### config.mk
export PLATFORM = sky130hd
export DESIGN_NAME = quad_dac_regif
export DESIGN_NICKNAME = d
export VERILOG_FILES = /design/src/rtl/qdac_pkg.sv /design/src/rtl/qdac_decode.sv /design/src/rtl/qdac_chan.sv /design/src/rtl/qdac_readmux.sv /design/src/rtl/quad_dac_regif.sv
export SDC_FILE = /design/constraint.sdc
export NUM_CORES = 1
export LEC_CHECK = 0
export ABC_AREA = 1
export BUFFER_PORTS_ARGS = -buffer_cell sky130_fd_sc_hd__buf_2
export CORE_MARGIN = 8
export CORE_UTILIZATION = 35
export DETAILED_ROUTE_END_ITERATION = 6
export SLEW_MARGIN = 20
export SYNTH_ARGS = -nofsm -noshare
export SYNTH_HDL_FRONTEND = slang
export SYNTH_HIERARCHICAL = 1
export SYNTH_SLANG_ARGS = --single-unit
### constraint.sdc
create_clock -name clk -period 1.3 [get_ports clk]
set_clock_uncertainty 0.05 [all_clocks]
set_input_delay 0.065 -clock clk [delete_from_list [all_inputs] [get_ports clk]]
set_output_delay 0.065 -clock clk [all_outputs]
set_load 0.05 [all_outputs]
### src/rtl/qdac_pkg.sv
package qdac_pkg;
  localparam int DW = 12;
  localparam int MW = 3;

  typedef struct packed {
    logic transp;
    logic gain2;
    logic bip;
  } mode_t;

  // width code and piece select -> bits of the 12-bit register touched
  function automatic logic [DW-1:0] piece_mask(input logic [1:0] bw, input logic [1:0] pt);
    case ({bw, pt})
      4'b0000: return 12'h00F;
      4'b0001: return 12'h0F0;
      4'b0010: return 12'hF00;
      4'b0100: return 12'h0FF;
      4'b0101: return 12'hF00;
      4'b1000: return 12'hFFF;
      default: return 12'h000;
    endcase
  endfunction

  function automatic int unsigned piece_shift(input logic [1:0] bw, input logic [1:0] pt);
    case ({bw, pt})
      4'b0001: return 4;
      4'b0010: return 8;
      4'b0101: return 8;
      default: return 0;
    endcase
  endfunction

  function automatic logic piece_ok(input logic [1:0] bw, input logic [1:0] pt);
    return piece_mask(bw, pt) != '0;
  endfunction

  function automatic logic [DW-1:0] merge_piece(input logic [DW-1:0] old, input logic [DW-1:0] din,
                                                input logic [1:0] bw, input logic [1:0] pt);
    logic [DW-1:0] m;
    m = piece_mask(bw, pt);
    return (old & ~m) | ((din << piece_shift(bw, pt)) & m);
  endfunction

  function automatic logic [DW-1:0] extract_piece(input logic [DW-1:0] val,
                                                  input logic [1:0] bw, input logic [1:0] pt);
    return (val & piece_mask(bw, pt)) >> piece_shift(bw, pt);
  endfunction

  function automatic logic [DW-1:0] zero_code(input logic bip);
    return bip ? 12'h800 : 12'h000;
  endfunction
endpackage

### src/rtl/qdac_decode.sv
module qdac_decode
  import qdac_pkg::*;
#(
  parameter int N_CH = 4,
  localparam int AW = $clog2(N_CH)
) (
  input  logic            clk,
  input  logic            rst_n,
  input  logic            cs,
  input  logic            wr,
  input  logic            rd,
  input  logic            mode_sel,
  input  logic            upd,
  input  logic [AW-1:0]   addr,
  input  logic [1:0]      bus_width,
  input  logic [1:0]      part,
  input  logic [N_CH-1:0] upd_mask,
  output logic [N_CH-1:0] data_we,
  output logic [N_CH-1:0] mode_we,
  output logic [N_CH-1:0] upd_en,
  output logic            rd_data_en,
  output logic            rd_mode_en
);
  logic wr_cycle;
  logic piece_good;

  assign wr_cycle   = cs && wr && !upd;
  assign piece_good = piece_ok(bus_width, part);

  for (genvar i = 0; i < N_CH; i++) begin : g_dec
    logic hit;
    assign hit        = (addr == AW'(i));
    assign data_we[i] = wr_cycle && !mode_sel && piece_good && hit;
    assign mode_we[i] = wr_cycle && mode_sel && hit;
    assign upd_en[i]  = cs && upd && upd_mask[i];
  end

  assign rd_data_en = cs && rd && !wr && !mode_sel;
  assign rd_mode_en = cs && rd && !wr && mode_sel;


  single_target_chk: assert property (@(posedge clk) disable iff (!rst_n)
    $onehot0(data_we | mode_we));
endmodule

### src/rtl/qdac_chan.sv
module qdac_chan
  import qdac_pkg::*;
(
  input  logic          clk,
  input  logic          rst_n,
  input  logic          data_we,
  input  logic          mode_we,
  input  logic          upd_en,
  input  logic [DW-1:0] din,
  input  logic [1:0]    bus_width,
  input  logic [1:0]    part,
  output logic [DW-1:0] rank1,
  output logic [DW-1:0] rank2,
  output mode_t         mode_q
);
  logic [DW-1:0] rank1_nxt;
  logic          pass_through;

  assign rank1_nxt    = merge_piece(rank1, din, bus_width, part);
  assign pass_through = data_we && mode_q.transp;

  always_ff @(posedge clk) begin
    if (!rst_n) begin
      rank1  <= '0;
      rank2  <= '0;
      mode_q <= '0;
    end else begin
      if (data_we) rank1 <= rank1_nxt;
      if (mode_we) mode_q <= mode_t'(din[MW-1:0]);
      if (upd_en) rank2 <= rank1;
      else if (pass_through) rank2 <= rank1_nxt;
    end
  end


  update_copy_chk: assert property (@(posedge clk) disable iff (!rst_n)
    upd_en |=> rank2 == $past(rank1));


  live_hold_chk: assert property (@(posedge clk) disable iff (!rst_n)
    (!upd_en && !pass_through) |=> $stable(rank2));


  transp_follow_chk: assert property (@(posedge clk) disable iff (!rst_n)
    (pass_through && !upd_en) |=> rank2 == rank1);
endmodule

### src/rtl/qdac_readmux.sv
module qdac_readmux
  import qdac_pkg::*;
#(
  parameter int N_CH = 4,
  localparam int AW = $clog2(N_CH)
) (
  input  logic [N_CH*DW-1:0] rank1_flat,
  input  logic [N_CH*MW-1:0] mode_flat,
  input  logic [AW-1:0]      addr,
  input  logic [1:0]         bus_width,
  input  logic [1:0]         part,
  input  logic               rd_data_en,
  input  logic               rd_mode_en,
  output logic [DW-1:0]      dout,
  output logic               oe
);
  logic [DW-1:0] sel_data;
  logic [MW-1:0] sel_mode;

  always_comb begin
    sel_data = rank1_flat[addr*DW +: DW];
    sel_mode = mode_flat[addr*MW +: MW];
    dout     = '0;
    if (rd_data_en)      dout = extract_piece(sel_data, bus_width, part);
    else if (rd_mode_en) dout = {{(DW-MW){1'b0}}, sel_mode};
  end

  assign oe = rd_data_en || rd_mode_en;
endmodule

### src/rtl/quad_dac_regif.sv
module quad_dac_regif
  import qdac_pkg::*;
#(
  parameter int N_CH = 4,
  localparam int AW = $clog2(N_CH)
) (
  input  logic               clk,
  input  logic               rst_n,
  input  logic               zero_n,
  input  logic               cs,
  input  logic               wr,
  input  logic               rd,
  input  logic               mode_sel,
  input  logic               upd,
  input  logic [AW-1:0]      addr,
  input  logic [1:0]         bus_width,
  input  logic [1:0]         part,
  input  logic [DW-1:0]      data_in,
  output logic [DW-1:0]      data_out,
  output logic               data_oe,
  output logic [N_CH*DW-1:0] dac_code,
  output logic [N_CH-1:0]    dac_bip,
  output logic [N_CH-1:0]    dac_gain2
);
  logic [N_CH-1:0]    data_we, mode_we, upd_en;
  logic               rd_data_en, rd_mode_en;
  logic [N_CH*DW-1:0] rank1_flat;
  logic [N_CH*MW-1:0] mode_flat;

  qdac_decode #(.N_CH(N_CH)) u_dec (
    .clk(clk), .rst_n(rst_n), .cs(cs), .wr(wr), .rd(rd),
    .mode_sel(mode_sel), .upd(upd), .addr(addr),
    .bus_width(bus_width), .part(part), .upd_mask(data_in[N_CH-1:0]),
    .data_we(data_we), .mode_we(mode_we), .upd_en(upd_en),
    .rd_data_en(rd_data_en), .rd_mode_en(rd_mode_en)
  );

  for (genvar i = 0; i < N_CH; i++) begin : g_ch
    logic [DW-1:0] r1, r2;
    mode_t         md;

    qdac_chan u_chan (
      .clk(clk), .rst_n(rst_n), .data_we(data_we[i]), .mode_we(mode_we[i]),
      .upd_en(upd_en[i]), .din(data_in), .bus_width(bus_width), .part(part),
      .rank1(r1), .rank2(r2), .mode_q(md)
    );

    assign rank1_flat[i*DW +: DW] = r1;
    assign mode_flat[i*MW +: MW]  = md;
    assign dac_code[i*DW +: DW]   = zero_n ? r2 : zero_code(md.bip);
    assign dac_bip[i]             = md.bip;
    assign dac_gain2[i]           = md.gain2;


    zero_force_chk: assert property (@(posedge clk) disable iff (!rst_n)
      !zero_n |-> dac_code[i*DW +: DW] == (dac_bip[i] ? 12'h800 : 12'h000));
  end

  qdac_readmux #(.N_CH(N_CH)) u_rd (
    .rank1_flat(rank1_flat), .mode_flat(mode_flat), .addr(addr),
    .bus_width(bus_width), .part(part), .rd_data_en(rd_data_en),
    .rd_mode_en(rd_mode_en), .dout(data_out), .oe(data_oe)
  );


  quiet_bus_chk: assert property (@(posedge clk) disable iff (!rst_n)
    !data_oe |-> data_out == '0);


  read_drive_chk: assert property (@(posedge clk) disable iff (!rst_n)
    (cs && rd && !wr) |-> data_oe);
endmodule

==> results by group, run 1 <==
Die
  – Die X: 162 um
  – # IOs: 95
  – Starting Density: 0.356
  – Die height: 162 um
  – Std cell rows: 53
  – Core area: 21000 um^2
  – DIE AREA: 26300 um^2

Global routing
  – Grt peak-use layer: met2
  – GRT met2 Usage: 0.318
  – Met1 global-route usage: 0.254
  – GRT met3 Usage: 0.0344
  – Gr usage total: 0.194
  – First-pass GRT wire length: 40600 um
  – Vias in the first global route: 7789
  – Initial antenna violation count: 0
  – Largest net degree at the start of global routing: 25
  – Grt total ovfl: 0

Power and ir drop
  – Total power: 7.88 mW
  – Switching share of power: 0.272
  – Sequential power share: 0.423
  – Switch Pwr: 2.14 mW
  – Int Power: 5.74 mW
  – Comb power frac: 0.162
  – VDD IR max: 0.000594 V
  – Clock share of power: 0.416
  – Pwr/cell area: 788 nW/um^2
  – Pleak: 5.09 nW

Place
  – Placer Congestion: 0.952
  – Placed cells: 1736
  – Post-DP HPWL: 19600 um
  – # port buffers: 94

Worst hold path
  – WHS Path Cells: 3
  – Worst Hold Endpoint: g_ch[0].u_chan/mode_q[0]
  – HP Class: in -> reg
  – Hold path start: rst_n

STA
  – F_max: 626 MHz
  – Final Max Tran Viols: 0
  – Worst slew pin tran: 0.422 ns
  – Final Worst Setup Slack: -0.298 ns
  – Tcrit/Tclk final: 1.23
  – Setup_tns: -2.98 ns
  – Min Tclk post-route: 1.60 ns
  – Final hold vios: 0
  – RSZ-0062 raised after global routing: yes
  – Hold WS: 0.0862 ns
  – Slew headroom: 0.717
  – Setup violators final: 12

Logic synthesis
  – Post-synthesis sequential area ratio: 0.289
  – Synth Cell Area: 7470 um^2
  – Ranking of synthesized cells by area: dfxtp_1 29%, nand2_1 21%, inv_1 12%, o21ai_1 5.2%, nor2_1 4.6%
  – Post-synth EDFFs: 0
  – Syn Nets: 1316
  – Top-area cell type share of the netlist area: 0.289
  – Primary FF master, synth: dfxtp_1
  – YS warnings: 6
  – Synth top cells by count: 425 x nand2_1, 241 x inv_1, 108 x dfxtp_1, 92 x nor2_1, 77 x o21ai_1
  – Cell count after synthesis: 1290
  – Most frequent cell after synthesis: nand2_1
  – Syn avg cell area: 5.79 um^2
  – Cell taking the most area after synthesis: dfxtp_1
  – Seq cells post-synth: 108
  – Yosys cell types: 26
  – Post-synthesis async set-or-reset flop share: 0

Cells and area
  – Fillers: 2261
  – Non-Filler Instances: 1757
  – Layout cells sized above 1: 0.312
  – Fin util: 0.477
  – Final nets: 1503
  – N_diodes: 0
  – Area delta synth->final: 33.9%

CTS
  – CTS tree: built
  – CTS Buffer Depth: 2
  – TritonCTS Buffers: 9
  – Root Driver: clkbuf_16
  – Clock Latency Late Sink: 0.36 ns
  – Clock slew at reported path FFs: 0.07 ns
  – H-tree depth: 3
  – Clock sinks: 108

Critical path
  – CP cell instances: nor2_2 > nor2_1 > o21ai_1 > nand2_1 > nand2_2 > nand2_2 > nand2_2 > nor2_4 > buf_8
  – Crit-path max cell delay: 0.35 ns
  – CP Class: reg -> out
  – Reg-to-reg slack, setup: 0.06 ns
  – Crit path top cell by count: nand2_2
  – Crit. End Element: output pin
  – Reg-to-Reg End: g_ch[3].u_chan/rank2[2]
  – Arr. time, crit path: 1.48 ns
  – Required time of the critical path: 1.19 ns
  – CP bufs+invs: 1
  – Worst path slowest cell: dfxtp_2
  – Reg2Reg Launch Point: g_ch[3].u_chan/mode_q[2]
  – Critical Path Fanout Max: 2
  – CP Launch Type: register
  – Launch point of the worst path: g_ch[2].u_chan/rank1[11]
  – R2r worst-path depth: 7
  – Cell family with most CP delay: simple AND/OR/NAND/NOR gates

Routing
  – DR WL/cell: 14.6 um
  – Total number of vias: 8250
  – DR iter-0 viols: 569
  – # DRC: 0
  – Routed Antenna Nets: 0
  – DR vias/cell: 4.70
  – Drt total wl: 25700 um
  – Drt first pass iters: 5

Status
  – Status: finished with violations
  – Failing checks: setup timing

Flow run
  – Max_cap viols: 0
-- state kept, by name, indices dropped and copies added (netlist names) --
name / count
g_ch.u_chan/mode_q: 12
g_ch.u_chan/rank2: 48
g_ch.u_chan/rank1: 48
-- layout make-up --
type / count / area, um^2 / area share
Timing Repair inverter: 2 / 12.5 / 0.00125
Timing Repair Buffer: 220 / 1720 / 0.172
Sequential cell: 108 / 2210 / 0.221
Clock inverter: 4 / 95.1 / 0.00951
Multi-Input combinational cell: 869 / 4350 / 0.435
Inverter: 267 / 1010 / 0.101
Tap cell: 275 / 344 / 0.0344
Clock buffer: 12 / 256 / 0.0257
-- cell usage in the layout, fill, tap and decap left out, drive strengths merged, types with 9 or more instances in the layout --
cell and instances:
a21oi 84, nor2 109, buf 218, clkbuf 14, dfxtp 108, o21ai 142
nand3 58, nand4 9, inv 266, nand2 443
-- routing by layer --
metal  vias to the layer above  routed length (um)
met4                         0                 622
met1                      3734               11800
met5                         -                   0
met3                        36                1400
met2                       190               11800
li1                       4290                   -
-- how the worst max path moves through the flow --
stage                          endpoint  cells past startpoint
2_1_floorplan               data_out[4]                      4
3_3_place_gp    g_ch[2].u_chan/rank2[7]                     12
3_5_place_dp   g_ch[0].u_chan/rank2[10]                     12
4_1_cts                     data_out[3]                      9
5_1_grt                     data_out[3]                      9
6_report                    data_out[3]                      9
-- power groups by stage --
stage          clock, mW  sequential [mW]  combinational [mW]
5_1_grt             3.48             3.33                1.39
2_1_floorplan          0             3.42               0.664
4_1_cts             3.36             3.33                1.20
6_report            3.28             3.33                1.28
3_3_place_gp           0             3.41                1.16
3_5_place_dp           0             3.41                1.17
-- tightest hold or removal path, delay by kind of cell --
| family | cells | cell delay (ns) |
|---|---|---|
| simple gates | 1 | 0.04 |
| buf+inv | 1 | 0.22 |
| compound gates | 1 | 0.12 |
-- what timing repair did --
action | 4_1_cts | 5_1_grt
hold buffers | 0 | 0
cloned | 0 | 2
setup endpoints to repair | 17 | 55
pin swaps | 2 | 18
buffers inserted | 0 | 4
gates resized for setup | 70 | 87
-- cells by family after synthesis --
group                  after synthesis  synth area share
flip-flops                         108             0.289
AO/OA/AOI/OAI                      237             0.177
AND/OR/NAND/NOR                    632             0.362
buffers and inverters              313             0.172
-- metrics by stage --
step | setup slack (ns) | cell area, um^2
CTS | -0.294 | 9700
finish | -0.298 | 10000
detailed placement | -0.362 | 9150
global route | -0.366 | 10000
global placement | -0.370 | 9150
floorplan | -0.189 | 7540
Note: power is estimated with default switching activity, not from simulation.
==> run 2, diff against run 1 <==
MAX_ROUTING_LAYER = met4   (was not set)
==> results by group, run 2 (same netlist as run 1, synthesis figures left out) <==
Status
  – Status: finished with violations (unchanged)
  – Failing checks: setup timing (unchanged)

Critical path
  – Arr. time, crit path: 1.51 ns (was 1.48 ns)
  – Reg-to-reg slack, setup: 0.05 ns (was 0.06 ns)
  – CP Launch Type: register (unchanged)
  – Launch point of the worst path: g_ch[3].u_chan/rank1[11] (was g_ch[2].u_chan/rank1[11])
  – Critical Path Fanout Max: 3 (was 2)
  – Crit. End Element: output pin (unchanged)
  – Required time of the critical path: 1.19 ns (about the same)
  – Reg2Reg Launch Point: g_ch[2].u_chan/mode_q[2] (was g_ch[3].u_chan/mode_q[2])
  – CP Class: reg -> out (unchanged)

Power and ir drop
  – VDD IR max: 0.000690 V (was 0.000594 V)
  – Pwr/cell area: 749 nW/um^2 (was 788 nW/um^2)
  – Pleak: 5.09 nW (about the same)

Cells and area
  – Layout cells sized above 1: 0.318 (was 0.312)
  – Most common cell after layout, fill and taps aside: nand2_1 (unchanged)
  – Area delta synth->final: 34.0% (was 33.9%)
  – Most frequent cells in the layout: 394 x nand2_1, 236 x inv_1, 124 x buf_4 (was 394 x nand2_1, 233 x inv_1, 110 x buf_4)
  – N_diodes: 0 (unchanged)
  – Non-Filler Instances: 1769 (was 1757)
  – Final nets: 1515 (was 1503)
  – Largest regs: g_ch.u_chan/rank1: 48 flops, g_ch.u_chan/rank2: 48 flops, g_ch.u_chan/mode_q: 12 flops (unchanged)

Die
  – Std cell rows: 53 (unchanged)
  – Die X: 162 um (unchanged)
  – Die height: 162 um (unchanged)
  – Starting Density: 0.356 (unchanged)
  – # IOs: 95 (unchanged)
  – DIE AREA: 26300 um^2 (unchanged)
  – Core area: 21000 um^2 (unchanged)

STA
  – Final Max Tran Viols: 0 (unchanged)
  – RSZ-0062 raised after global routing: yes (unchanged)
  – Setup violators final: 12 (unchanged)
  – Hold WS: 0.0777 ns (was 0.0862 ns)
  – Tcrit/Tclk final: 1.25 (was 1.23)
  – Slew headroom: 0.762 (was 0.717)
  – Worst slew pin tran: 0.353 ns (was 0.422 ns)
  – Final Worst Setup Slack: -0.325 ns (was -0.298 ns)
  – Final hold vios: 0 (unchanged)
  – F_max: 615 MHz (was 626 MHz)
  – Min Tclk post-route: 1.62 ns (was 1.60 ns)

Routing
  – Routed Antenna Nets: 0 (unchanged)
  – Total number of vias: 8305 (was 8250)
  – # DRC: 0 (unchanged)
  – DR iter-0 viols: 578 (was 569)
  – DR vias/cell: 4.69 (was 4.70)
  – DR WL/cell: 14.6 um (about the same)
  – Drt total wl: 25900 um (was 25700 um)
  – Drt first pass iters: 5 (unchanged)

CTS
  – Clock sinks: 108 (unchanged)
  – TritonCTS Buffers: 9 (unchanged)
  – H-tree depth: 3 (unchanged)
  – Root Driver: clkbuf_16 (unchanged)
  – CTS tree: built (unchanged)
  – Clock slew at reported path FFs: 0.07 ns (about the same)
  – Clock Latency Late Sink: 0.35 ns (was 0.36 ns)
  – CTS Buffer Depth: 2 (unchanged)

Place
  – # port buffers: 94 (unchanged)
  – Post-DP HPWL: 19900 um (was 19600 um)
  – Placer Congestion: 0.954 (was 0.952)
  – Placed cells: 1745 (was 1736)
  – Pre-CTS setup slack: -0.358 ns (was -0.362 ns)

Global routing
  – Gr usage total: 0.198 (was 0.194)
  – Vias in the first global route: 7779 (was 7789)
  – First-pass GRT wire length: 40500 um (was 40600 um)
  – Initial antenna violation count: 0 (unchanged)
  – Grt total ovfl: 0 (unchanged)
  – Largest net degree at the start of global routing: 25 (unchanged)

Flow run
  – Max_cap viols: 0 (unchanged)

Worst hold path
  – Hold path start: data_in[1] (was rst_n)
  – HP Class: in -> reg (unchanged)
[run 2: changes by cell type in the layout (fill, tap and decap cells not counted), sizes merged]
cell	previous run	this run
buf	218	230
bufinv	3	1
clkinvlp	1	2
inv	266	267
[run 2: timing repair]
action / 4_1_cts / 5_1_grt
setup buffers: 0 / 7
gates cloned: 0 / 1
gates resized for setup: 66 / 82
hold buffers: 0 / 0
endpoints found under the setup margin: 15 / 57
pin swaps: 6 / 17
[run 2: critical path, stage by stage (launching register included)]
cell     delay (ns)
dfxtp_1        0.44
o21ai_1        0.12
nand2_1        0.09
nand2_2        0.09
nand2_2        0.09
nand2_2        0.05
nor2_2         0.10
buf_6          0.17
[run 2: stage by stage]
step,total power [mW],instance area [um^2],setup TNS (ns),util
2_1_floorplan,4.08,7540,-0.741,-
3_3_place_gp,4.59,9220,-21.19,0.440
3_5_place_dp,4.60,9220,-22.86,0.440
4_1_cts,7.51,9720,-3.06,0.464
5_1_grt,7.80,10000,-3.79,0.478
6_report,7.50,10000,-2.87,0.478
[run 2: final timing paths]
check / end / cells after the start
worst max register to register: g_ch[2].u_chan/rank2[6] / 9
worst max-delay path: data_out[3] / 7
worst min-delay path: g_ch[2].u_chan/mode_q[1] / 3
worst min register to register: g_ch[3].u_chan/rank2[2] / 2
[run 2: area by class of cell]
class,count,area (um^2)
clock buffer,11,243
clock inverter,5,60.1
fill,2274,10900
inverter,267,1010
multi-input combinational,869,4330
sequential,108,2210
tap,275,344
timing repair buffer,233,1800
timing repair inverter,1,7.51
[run 2: metal layers]
layer  GRT usage  up-vias  part of all wire
met5           -        -                 0
met3      0.0314       27             0.045
met1       0.245     3788              0.46
li1            -     4329                 -
met2       0.331      161              0.48
met4      0.0518        0             0.018
[run 2: power by group]
group / switching, mW / total [mW] / internal [mW]
registers: 0.0109 / 3.33 / 3.32
clock network: 1.32 / 2.88 / 1.56
logic: 0.842 / 1.29 / 0.446
==> run 3, diff against run 2 <==
PLACE_DENSITY_LB_ADDON = 0.25   (was not set)
SETUP_SLACK_MARGIN = 0.5   (was not set)
SYNTH_HIERARCHICAL = not set   (was 1)
==> results by group, run 3 <==
Critical path
  – Worst path slowest cell: dfxtp_1 (unchanged)
  – CP cell instances: inv_1 > o22ai_1 > o21ai_0 > o21ai_1 > nand2_1 > nand2_2 > buf_8 (was o21ai_1 > nand2_1 > nand2_2 > nand2_2 > nand2_2 > nor2_2 > buf_6)
  – CP Class: reg -> out (unchanged)
  – Arr. time, crit path: 1.62 ns (was 1.51 ns)
  – CP bufs+invs: 2 (was 1)
  – Crit. End Element: output pin (unchanged)
  – Required time of the critical path: 1.19 ns (about the same)
  – Critical Path Fanout Max: 2 (was 3)
  – Crit-path max cell delay: 0.30 ns (was 0.44 ns)
  – CP Launch Type: register (unchanged)
  – Cell family with most CP delay: compound AO/OA/AOI/OAI gates (was flip-flops)

Cells and area
  – Most frequent cells in the layout: 209 x nand2_1, 147 x buf_4, 75 x dfxtp_2 (was 394 x nand2_1, 236 x inv_1, 124 x buf_4)
  – Most common cell after layout, fill and taps aside: nand2_1 (unchanged)
  – Final instance area: 11600 um^2 (was 10000 um^2)
  – Non-Filler Instances: 1493 (was 1769)
  – Final nets: 1289 (was 1515)
  – Area delta synth->final: 88.2% (was 34.0%)
  – Largest regs: g_ch.u_chan.rank1: 48 flops, g_ch.u_chan.rank2: 48 flops, g_ch.u_chan.mode_q: 12 flops (was g_ch.u_chan/rank1: 48 flops, g_ch.u_chan/rank2: 48 flops, g_ch.u_chan/mode_q: 12 flops)
  – N_diodes: 0 (unchanged)
  – Layout cells sized above 1: 0.625 (was 0.318)

Logic synthesis
  – Ranking of synthesized cells by area: dfxtp_1 35%, nand2_1 19%, nand3_1 10%, inv_1 8.2%, a21oi_1 7.1% (was dfxtp_1 29%, nand2_1 21%, inv_1 12%, o21ai_1 5.2%, nor2_1 4.6%)
  – XOR/XNOR share of the synthesized area: 0 (unchanged)
  – Top-area cell type share of the netlist area: 0.351 (was 0.289)
  – Post-Synth Simple-Gate Area: 0.352 (was 0.362)
  – Mux share of post-synthesis cell area: 0 (unchanged)
  – Syn Nets: 1029 (was 1316)
  – Syn avg cell area: 6.15 um^2 (was 5.79 um^2)
  – Cell taking the most area after synthesis: dfxtp_1 (unchanged)
  – Main combinational cell family by area after synthesis: simple AND/OR/NAND/NOR gates (unchanged)
  – Primary FF master, synth: dfxtp_1 (unchanged)
  – Synth top cells by count: 309 x nand2_1, 135 x inv_1, 127 x nand3_1, 108 x dfxtp_1, 87 x a21oi_1 (was 425 x nand2_1, 241 x inv_1, 108 x dfxtp_1, 92 x nor2_1, 77 x o21ai_1)
  – Post-Synth Adder-Cell Area: 0 (unchanged)
  – Post-synthesis sequential area ratio: 0.351 (was 0.289)
  – Cell count after synthesis: 1003 (was 1290)
  – Post-synthesis async set-or-reset flop share: 0 (unchanged)
  – Post-synth EDFFs: 0 (unchanged)
  – Most frequent cell after synthesis: nand2_1 (unchanged)
  – Seq cells post-synth: 108 (unchanged)
  – Yosys cell types: 30 (was 26)
  – Synth Cell Area: 6170 um^2 (was 7470 um^2)
  – YS warnings: 0 (was 6)
  – Synth Area in Compound Gates: 0.162 (was 0.177)

Worst hold path
  – HP Class: in -> reg (unchanged)

Die
  – Starting Density: 0.358 (was 0.356)
  – Die X: 149 um (was 162 um)
  – # IOs: 95 (unchanged)
  – Core area: 17200 um^2 (was 21000 um^2)
  – Die height: 149 um (was 162 um)
  – Std cell rows: 48 (was 53)
  – DIE AREA: 22100 um^2 (was 26300 um^2)

CTS
  – Clock sinks: 108 (unchanged)
  – H-tree depth: 3 (unchanged)
  – CTS tree: built (unchanged)
  – CTS Buffer Depth: 2 (unchanged)
  – TritonCTS Buffers: 9 (unchanged)
  – Root Driver: clkbuf_16 (unchanged)
  – Clock Latency Late Sink: 0.37 ns (was 0.35 ns)
  – Clock slew at reported path FFs: 0.08 ns (was 0.07 ns)

Global routing
  – Largest net degree at the start of global routing: 41 (was 25)
  – Grt total ovfl: 0 (unchanged)
  – Vias in the first global route: 7403 (was 7779)
  – Gr usage total: 0.230 (was 0.198)
  – Initial antenna violation count: 0 (unchanged)
  – First-pass GRT wire length: 39000 um (was 40500 um)

Place
  – Pre-CTS setup slack: -0.322 ns (was -0.358 ns)
  – Placed instance area: 8850 um^2 (was 9220 um^2)
  – Placed cells: 1419 (was 1745)
  – Post-DP HPWL: 17500 um (was 19900 um)
  – Placer Congestion: 0.964 (was 0.954)
  – # port buffers: 94 (unchanged)

Power and ir drop
  – VDD IR max: 0.000651 V (was 0.000690 V)
  – Pleak: 5.12 nW (was 5.09 nW)
  – Pwr/cell area: 670 nW/um^2 (was 749 nW/um^2)

Routing
  – Total number of vias: 7870 (was 8305)
  – Drt first pass iters: 5 (unchanged)
  – DR vias/cell: 5.27 (was 4.69)
  – DR iter-0 viols: 662 (was 578)
  – # DRC: 0 (unchanged)
  – Routed Antenna Nets: 0 (unchanged)
  – Drt total wl: 26300 um (was 25900 um)
  – DR WL/cell: 17.6 um (was 14.6 um)

STA
  – Final hold vios: 0 (unchanged)
  – Setup_tns: -3.13 ns (was -2.87 ns)
  – Worst slew pin tran: 0.522 ns (was 0.353 ns)
  – Final Worst Setup Slack: -0.435 ns (was -0.325 ns)
  – Final Max Tran Viols: 0 (unchanged)
  – Setup violators final: 19 (was 12)
  – Tcrit/Tclk final: 1.33 (was 1.25)
  – Min Tclk post-route: 1.74 ns (was 1.62 ns)
  – RSZ-0062 raised after global routing: yes (unchanged)
  – Slew headroom: 0.652 (was 0.762)
  – F_max: 576 MHz (was 615 MHz)

Status
  – Failing checks: setup timing (unchanged)
  – Status: finished with violations (unchanged)

Flow run
  – Max_cap viols: 0 (unchanged)
==> run 3: worst paths after layout <==
check | cells after the start | from | slack (ns) | endpoint
worst max-delay path | 7 | g_ch[0].u_chan.rank1[0] | -0.44 | data_out[0]
worst min-delay path | 5 | rst_n | 0.09 | g_ch[1].u_chan.rank2[10]
worst max register to register | 9 | g_ch[3].u_chan.mode_q[2] | -0.02 | g_ch[3].u_chan.rank2[10]
worst min register to register | 2 | g_ch[2].u_chan.rank2[2] | 0.44 | g_ch[2].u_chan.rank2[2]
==> run 3: cell families (layout without fill, tap and decap cells) <==
family / Yosys count / count (layout)
AOI/OAI and AO/OA: 188 / 188
DFF: 108 / 108
buffers and inverters: 197 / 455
and+or+nand+nor: 510 / 517
==> run 3: per-layer routing <==
metal  share of wire  GRT usage  wire, um  vias up
met3           0.069     0.0331      1820       61
met4           0.042      0.101      1110        0
met1            0.41      0.279     10700     3758
met5               0          -         0        -
met2            0.48      0.374     12700      298
li1                -          -         -     3753
==> run 3: layout make-up <==
cell class                      count  area, um^2
Clock buffer                       10         229
Clock inverter                      6        73.8
Fill cell                        1339        5630
Inverter                          144         822
Multi-Input combinational cell    705        4950
Sequential cell                   108        2270
Tap cell                          225         282
Timing Repair Buffer              294        2950
Timing Repair inverter              1        16.3
==> run 3: worst register-to-register path, stage by stage, from the launching register on <==
cell and delay [ns]:
dfxtp_2 0.34, inv_2 0.04, nor2_4 0.09, buf_6 0.12, nand3_4 0.18, buf_6 0.20, nand3_2 0.05, nand3_2 0.05
nand2_1 0.06, inv_1 0.04
==> run 3: stage by stage <==
step,total power [mW],util,hold WS [ns]
floorplan,4.11,-,0.139
global placement,4.54,0.513,0.351
detailed placement,4.55,0.513,0.348
CTS,7.61,0.622,0.0545
global route,7.98,0.673,0.107
finish,7.77,0.673,0.0891
==> run 3: what timing repair did <==
item                                    in CTS  in global routing
setup buffers                               21                 28
resized for setup                          422                175
pin swaps                                   70                 50
hold buffers                                 1                  0
hold endpoints to repair                     1                  0
endpoints found under the setup margin     170                175
cloned                                       7                  1
==> run 3: report_power, final <==
group / internal [mW] / total [mW] / switching [mW]
Sequential: 3.33 / 3.35 / 0.0242
Combinational: 0.548 / 1.47 / 0.919
Clock: 1.52 / 2.95 / 1.43
